$ cat config.mk
export PLATFORM = sky130hd
export DESIGN_NAME = xlate_cache
export DESIGN_NICKNAME = d
export VERILOG_FILES = /design/src/rtl/xlc_pkg.sv /design/src/rtl/xlc_entry_array.sv /design/src/rtl/xlc_victim_sel.sv /design/src/rtl/xlate_cache.sv
export SDC_FILE = /design/constraint.sdc
export NUM_CORES = 1
export LEC_CHECK = 0
export BUFFER_PORTS_ARGS = -buffer_cell sky130_fd_sc_hd__buf_2
export CAP_MARGIN = 20
export CORE_MARGIN = 2
export CORE_UTILIZATION = 60
export CTS_CLUSTER_DIAMETER = 200
export DETAILED_ROUTE_END_ITERATION = 10
export GPL_ROUTABILITY_DRIVEN = 1
export PLACE_DENSITY = 0.77
export SYNTH_ARGS = -nofsm -noshare
export SYNTH_HDL_FRONTEND = slang
export SYNTH_HIERARCHICAL = 1
export SYNTH_SLANG_ARGS = --single-unit
$ cat constraint.sdc
create_clock -name clk -period 5.4 [get_ports clk]
set_clock_uncertainty 0.15 [all_clocks]
set_input_delay 0.81 -clock clk [delete_from_list [all_inputs] [get_ports clk]]
set_output_delay 0.81 -clock clk [all_outputs]
set_load 0.01 [all_outputs]
$ cat src/rtl/xlc_pkg.sv
package xlc_pkg;

  typedef enum logic [1:0] {
    RK_MISS  = 2'd0,
    RK_HIT   = 2'd1,
    RK_FAULT = 2'd2
  } rsp_kind_e;

  // An access is refused when it writes a page without write permission,
  // or comes from user mode on a page without user permission.
  function automatic logic perm_denied(input logic is_wr, input logic is_usr,
                                       input logic wr_ok, input logic usr_ok);
    return (is_wr && !wr_ok) || (is_usr && !usr_ok);
  endfunction

endpackage

$ cat src/rtl/xlc_entry_array.sv
module xlc_entry_array #(
  parameter int ENTRIES = 8,
  parameter int VPN_W   = 20,
  parameter int PFN_W   = 20
) (
  input  logic               clk,
  input  logic               rst_n,
  input  logic [VPN_W-1:0]   lk_vpn,
  input  logic [ENTRIES-1:0] fill_we,
  input  logic [VPN_W-1:0]   fill_vpn,
  input  logic [PFN_W-1:0]   fill_pfn,
  input  logic               fill_wr_ok,
  input  logic               fill_usr_ok,
  input  logic               inv_valid,
  input  logic [VPN_W-1:0]   inv_vpn,
  input  logic               flush,
  output logic [ENTRIES-1:0] valid_vec,
  output logic [ENTRIES-1:0] hit_vec,
  output logic [ENTRIES-1:0] fill_match_vec,
  output logic [PFN_W-1:0]   hit_pfn,
  output logic               hit_wr_ok,
  output logic               hit_usr_ok
);

  logic [VPN_W-1:0] tag_q   [ENTRIES];
  logic [PFN_W-1:0] pfn_q   [ENTRIES];
  logic [ENTRIES-1:0] wrok_q;
  logic [ENTRIES-1:0] usrok_q;
  logic [ENTRIES-1:0] valid_q;

  for (genvar i = 0; i < ENTRIES; i++) begin : g_ent
    logic [VPN_W-1:0] tag_n;
    logic             valid_n;

    // Refill first, then invalidate/flush on the refilled state.
    always_comb begin
      tag_n   = fill_we[i] ? fill_vpn : tag_q[i];
      valid_n = valid_q[i] | fill_we[i];
      if (flush)
        valid_n = 1'b0;
      else if (inv_valid && (tag_n == inv_vpn))
        valid_n = 1'b0;
    end

    always_ff @(posedge clk or negedge rst_n) begin
      if (!rst_n) begin
        valid_q[i] <= 1'b0;
        tag_q[i]   <= '0;
        pfn_q[i]   <= '0;
        wrok_q[i]  <= 1'b0;
        usrok_q[i] <= 1'b0;
      end else begin
        valid_q[i] <= valid_n;
        tag_q[i]   <= tag_n;
        if (fill_we[i]) begin
          pfn_q[i]   <= fill_pfn;
          wrok_q[i]  <= fill_wr_ok;
          usrok_q[i] <= fill_usr_ok;
        end
      end
    end

    assign hit_vec[i]        = valid_q[i] && (tag_q[i] == lk_vpn);
    assign fill_match_vec[i] = valid_q[i] && (tag_q[i] == fill_vpn);


    inv_removes_page_chk: assert property (@(posedge clk) disable iff (!rst_n)
      inv_valid |=> !(valid_q[i] && (tag_q[i] == $past(inv_vpn))));
  end

  assign valid_vec = valid_q;

  always_comb begin
    hit_pfn    = '0;
    hit_wr_ok  = 1'b0;
    hit_usr_ok = 1'b0;
    for (int k = 0; k < ENTRIES; k++) begin
      if (hit_vec[k]) begin
        hit_pfn    = hit_pfn | pfn_q[k];
        hit_wr_ok  = hit_wr_ok | wrok_q[k];
        hit_usr_ok = hit_usr_ok | usrok_q[k];
      end
    end
  end


  single_match_chk: assert property (@(posedge clk) disable iff (!rst_n)
    $onehot0(hit_vec));


  flush_empties_chk: assert property (@(posedge clk) disable iff (!rst_n)
    flush |=> (valid_q == '0));

endmodule

$ cat src/rtl/xlc_victim_sel.sv
module xlc_victim_sel #(
  parameter int ENTRIES = 8
) (
  input  logic               clk,
  input  logic               rst_n,
  input  logic               fill_go,
  input  logic               flush,
  input  logic [ENTRIES-1:0] valid_vec,
  input  logic [ENTRIES-1:0] fill_match_vec,
  output logic [ENTRIES-1:0] fill_we
);

  localparam int PTR_W = (ENTRIES > 1) ? $clog2(ENTRIES) : 1;
  localparam logic [PTR_W-1:0] LAST = PTR_W'(ENTRIES - 1);

  logic [PTR_W-1:0]   rr_q;
  logic [ENTRIES-1:0] first_free;
  logic               any_free;
  logic               evict;

  always_comb begin
    first_free = '0;
    any_free   = 1'b0;
    for (int k = 0; k < ENTRIES; k++) begin
      if (!valid_vec[k] && !any_free) begin
        first_free[k] = 1'b1;
        any_free      = 1'b1;
      end
    end
  end

  assign evict = fill_go && !(|fill_match_vec) && !any_free;

  always_comb begin
    fill_we = '0;
    if (fill_go) begin
      if (|fill_match_vec)
        fill_we = fill_match_vec;
      else if (any_free)
        fill_we = first_free;
      else
        fill_we[rr_q] = 1'b1;
    end
  end

  always_ff @(posedge clk or negedge rst_n) begin
    if (!rst_n)
      rr_q <= '0;
    else if (flush)
      rr_q <= '0;
    else if (evict)
      rr_q <= (rr_q == LAST) ? '0 : rr_q + 1'b1;
  end


  one_slot_written_chk: assert property (@(posedge clk) disable iff (!rst_n)
    $onehot0(fill_we) && (fill_go -> (fill_we != '0)));

endmodule

$ cat src/rtl/xlate_cache.sv
module xlate_cache
  import xlc_pkg::*;
#(
  parameter int ENTRIES = 8,
  parameter int VA_W    = 32,
  parameter int PA_W    = 32,
  parameter int OFF_W   = 12,
  localparam int VPN_W  = VA_W - OFF_W,
  localparam int PFN_W  = PA_W - OFF_W
) (
  input  logic             clk,
  input  logic             rst_n,
  input  logic             lk_valid,
  input  logic [VA_W-1:0]  lk_vaddr,
  input  logic             lk_write,
  input  logic             lk_user,
  output logic             rsp_valid,
  output logic             rsp_hit,
  output logic             rsp_miss,
  output logic             rsp_fault,
  output logic [PA_W-1:0]  rsp_paddr,
  output logic [VA_W-1:0]  rsp_vaddr,
  output logic             rsp_write,
  output logic             rsp_user,
  input  logic             fill_valid,
  input  logic [VPN_W-1:0] fill_vpn,
  input  logic             fill_err,
  input  logic [PFN_W-1:0] fill_pfn,
  input  logic             fill_wr_ok,
  input  logic             fill_usr_ok,
  input  logic             inv_valid,
  input  logic [VPN_W-1:0] inv_vpn,
  input  logic             base_wr
);

  logic [ENTRIES-1:0] valid_vec, hit_vec, fill_match_vec, fill_we;
  logic [PFN_W-1:0]   hit_pfn;
  logic               hit_wr_ok, hit_usr_ok;
  logic               fill_go;
  logic               lk_any_hit;
  rsp_kind_e          kind_n, kind_q;
  logic [PA_W-1:0]    paddr_n;

  assign fill_go = fill_valid && !fill_err;

  xlc_entry_array #(.ENTRIES(ENTRIES), .VPN_W(VPN_W), .PFN_W(PFN_W)) u_array (
    .clk(clk), .rst_n(rst_n),
    .lk_vpn(lk_vaddr[VA_W-1:OFF_W]),
    .fill_we(fill_we), .fill_vpn(fill_vpn), .fill_pfn(fill_pfn),
    .fill_wr_ok(fill_wr_ok), .fill_usr_ok(fill_usr_ok),
    .inv_valid(inv_valid), .inv_vpn(inv_vpn), .flush(base_wr),
    .valid_vec(valid_vec), .hit_vec(hit_vec), .fill_match_vec(fill_match_vec),
    .hit_pfn(hit_pfn), .hit_wr_ok(hit_wr_ok), .hit_usr_ok(hit_usr_ok)
  );

  xlc_victim_sel #(.ENTRIES(ENTRIES)) u_victim (
    .clk(clk), .rst_n(rst_n), .fill_go(fill_go), .flush(base_wr),
    .valid_vec(valid_vec), .fill_match_vec(fill_match_vec), .fill_we(fill_we)
  );

  assign lk_any_hit = |hit_vec;

  always_comb begin
    if (!lk_any_hit)
      kind_n = RK_MISS;
    else if (perm_denied(lk_write, lk_user, hit_wr_ok, hit_usr_ok))
      kind_n = RK_FAULT;
    else
      kind_n = RK_HIT;
    paddr_n = (kind_n == RK_HIT) ? {hit_pfn, lk_vaddr[OFF_W-1:0]} : '0;
  end

  always_ff @(posedge clk or negedge rst_n) begin
    if (!rst_n) begin
      rsp_valid <= 1'b0;
      kind_q    <= RK_MISS;
      rsp_paddr <= '0;
      rsp_vaddr <= '0;
      rsp_write <= 1'b0;
      rsp_user  <= 1'b0;
    end else begin
      rsp_valid <= lk_valid;
      if (lk_valid) begin
        kind_q    <= kind_n;
        rsp_paddr <= paddr_n;
        rsp_vaddr <= lk_vaddr;
        rsp_write <= lk_write;
        rsp_user  <= lk_user;
      end
    end
  end

  assign rsp_hit   = rsp_valid && (kind_q == RK_HIT);
  assign rsp_miss  = rsp_valid && (kind_q == RK_MISS);
  assign rsp_fault = rsp_valid && (kind_q == RK_FAULT);


  resp_latency_chk: assert property (@(posedge clk) disable iff (!rst_n)
    lk_valid |=> rsp_valid);


  resp_idle_chk: assert property (@(posedge clk) disable iff (!rst_n)
    !lk_valid |=> !rsp_valid);


  resp_onehot_chk: assert property (@(posedge clk) disable iff (!rst_n)
    rsp_valid |-> ($countones({rsp_hit, rsp_miss, rsp_fault}) == 1));


  walk_err_no_store_chk: assert property (@(posedge clk) disable iff (!rst_n)
    (fill_valid && fill_err && !inv_valid && !base_wr) |=> $stable(valid_vec));


  miss_paddr_zero_chk: assert property (@(posedge clk) disable iff (!rst_n)
    (rsp_miss || rsp_fault) |-> (rsp_paddr == '0));

endmodule

==> results.json <==
{
  "status": "completed",
  "num_antenna_cells": 0,
  "cts_buffer_depth": 3,
  "vdd_ir_drop_max_uv": 275,
  "finalMaxSlewViolations": 0,
  "max_freq_mhz": 205,
  "place_congestion": 1.09,
  "ff2ff_path_depth": 15,
  "synth_edf_count": 0,
  "wl_per_cell_um": 27.5,
  "grt_usage": 0.371,
  "worstSetupStartpointType": "input port",
  "antenna_found_initial": 1,
  "die_width_um": 202,
  "netlist_area_um2": 23500,
  "ys.flop_type": "dfrtp_1",
  "clkSinkCount": 416,
  "synth_top_area_frac": 0.443,
  "grt_pass1_wl_um": 113000,
  "ys_types": 50,
  "clk_latency_ps": 610,
  "period_minus_slack_ps": 4870,
  "vias_per_cell": 6.52,
  "drive_gt1_frac": 0.316,
  "synth_cells": 2055,
  "async_flop_share": 1.00,
  "arrival_ps": 5190,
  "max_cap_viol_count": 0,
  "yosys-top-cells-area": "dfrtp_1 (44%), mux2_2 (16%), xnor2_1 (10%)",
  "drt-pass1-iter-count": 6,
  "powerDensity_nw_per_um2": 306,
  "ant_nets": 0,
  "root_buffer": "clkbuf_16",
  "leakage_uw": 0.0115,
  "slew_headroom": 0.308,
  "num_vias": 17900,
  "dieArea_um2": 40800,
  "cts.repair.resized": 0,
  "period_share": 0.902,
  "cp-end-kind": "flip-flop",
  "start_util": 0.608,
  "overflow": 0,
  "final_common_cell": "dfrtp_1",
  "io_pins": 173,
  "ff2ff_setup_slack_ps": 780,
  "portBuffers": 172,
  "timing.rr.start": "u_array/tag_q[140]",
  "crit_chain": "buf_2 -> xor2_1 -> nor4_1 -> nand3_1 -> nor4_1 -> buf_4 -> nor4_2 -> and2_2 -> buf_4 -> o21ai_0 -> nor2_4 -> mux2_2 -> xor2_1 -> nor4_1 -> nand3_1 -> nor4_1 -> nor3_1",
  "drt-total-wl_um": 75500,
  "holdBufCountCts": 0,
  "crit_type": "in2reg",
  "num-nets-final": 2294,
  "cts_buffers": 45,
  "nFillCells": 2904,
  "slowest_stage": "nor2_4",
  "path_clk_slew_ps": 60,
  "cpMostUsedCell": "nor4_1",
  "dp_hpwl_um": 49300,
  "worstMarginPinSlew_ps": 1040,
  "critPathRequiredTime_ps": 5720,
  "grt_setup_unrepaired": "false",
  "final_cell_mix": "dfrtp_1 (416), mux2_2 (335), xnor2_1 (281)",
  "synth_nets": 2160,
  "fp.dieH_um": 202,
  "avgSynthCellArea_um2": 11.4,
  "coreArea_um2": 38600,
  "fin_area_um2": 26400,
  "synth_top_area_cell": "dfrtp_1",
  "htree_levels": 2,
  "synth_warnings": 6,
  "synth_seq_cells": 416,
  "setup_viol": 0,
  "drc": 0,
  "grt_pass1_vias": 18300,
  "final_hold_viol_count": 0,
  "cp_max_fo": 22,
  "rows": 72,
  "cts_setup_buffers": 0,
  "timing.rr.end": "u_array/valid_vec[4]",
  "cts_tree": "done",
  "area_delta_synth_final_pct": 12.2,
  "setup_tns_ps": 0,
  "dpl_cell_area_um2": 24800,
  "grt_max_degree": 119,
  "ys_seq_area_frac": 0.443,
  "hold_path.class": "in2async",
  "drt-initial-drc-count": 2184,
  "crit_path_max_incr_delay_ps": 570
}
metal layers:
layer | GRT usage | up-vias | wire length, µm
met5 | 0 | - | 9
met4 | 0.233 | 2 | 5080
met3 | 0.0843 | 306 | 7910
met2 | 0.576 | 1103 | 33900
met1 | 0.472 | 9004 | 28600
li1 | - | 7467 | -
cell usage after synthesis (all sizes together), types with 5 or more instances:
master   instances
dfrtp          416
nand4bb          6
xor2           176
a31oi           28
clkbuf          33
nand3          158
nor4            71
nor2b           39
nand4           77
xnor2          281
a31o            32
nor2            41
and3             8
inv             28
nand3b           5
buf            123
nor3            36
and4            22
o21ai           28
mux2           351
nand4b          13
and2            11
nand2           50
area by class of cell:
type / instances / area [µm²] / share of cell area
Inverter: 29 / 109 / 0.00413
Clock buffer: 67 / 1360 / 0.0515
Multi-Input combinational cell: 1454 / 12100 / 0.459
Tap cell: 518 / 648 / 0.0246
Timing Repair Buffer: 243 / 1480 / 0.0562
Sequential cell: 416 / 10400 / 0.395
Clock inverter: 17 / 269 / 0.0102
worst max-delay path by stage:
stage / start / endpoint / slack (ps) / depth (start not counted)
after floorplan: fill_vpn[19] / u_array/valid_vec[5] / 970 / 18
after global placement: fill_vpn[2] / u_array/valid_vec[4] / 170 / 17
after detailed placement: fill_vpn[2] / u_array/valid_vec[4] / 60 / 17
after CTS: fill_vpn[2] / u_array/valid_vec[4] / 670 / 17
after global routing: fill_vpn[11] / u_array/valid_vec[0] / 410 / 16
final: fill_vpn[2] / u_array/valid_vec[4] / 530 / 17
worst max-delay path: cells and delay by family:
kind	cells	cell delay, ps
buf+inv	3	810
xor+xnor	2	420
simple gates	10	2540
compound gates	1	120
mux	1	430
cell families after synthesis:
logic type | after synthesis | synth area share
multiplexers | 353 | 0.172
buffers and inverters | 185 | 0.0469
flip-flops | 416 | 0.443
AO/OA/AOI/OAI | 94 | 0.0278
AND/OR/NAND/NOR | 548 | 0.140
XOR/XNOR | 457 | 0.170
adder cells (fa/ha/maj) | 2 | 0.00106
metrics by stage:
stage	worst slack, ps	std cells	power [µW]	hold WS, ps	utilization
2_1_floorplan	966	2055	4330	330	-
3_3_place_gp	170	2660	4720	333	0.641
3_5_place_dp	60.1	2660	4760	341	0.641
4_1_cts	666	2744	8090	189	0.683
5_1_grt	405	2744	8340	193	0.683
6_report	530	2744	8090	117	0.683
registers in the layout (all words and copies together) (netlist names):
| name | cells |
|---|---|
| u_array/pfn_q | 160 |
| u_array/tag_q | 160 |
| rsp_paddr | 32 |
| rsp_vaddr | 32 |
| u_array/usrok_q | 8 |
| u_array/valid_vec | 8 |
| u_array/wrok_q | 8 |
| u_victim/rr_q | 3 |
| kind_q | 2 |
| rsp_user | 1 |
| rsp_valid | 1 |
| rsp_write | 1 |
power by group:
part           internal, µW  leakage, µW  switching, µW  total [µW]
combinational           532      0.00533            659        1190
clock                  2000     0.000796           1340        3340
sequential             3350      0.00541            202        3560
total                  5880       0.0115           2200        8090
Note: power is estimated with default switching activity, not from simulation.
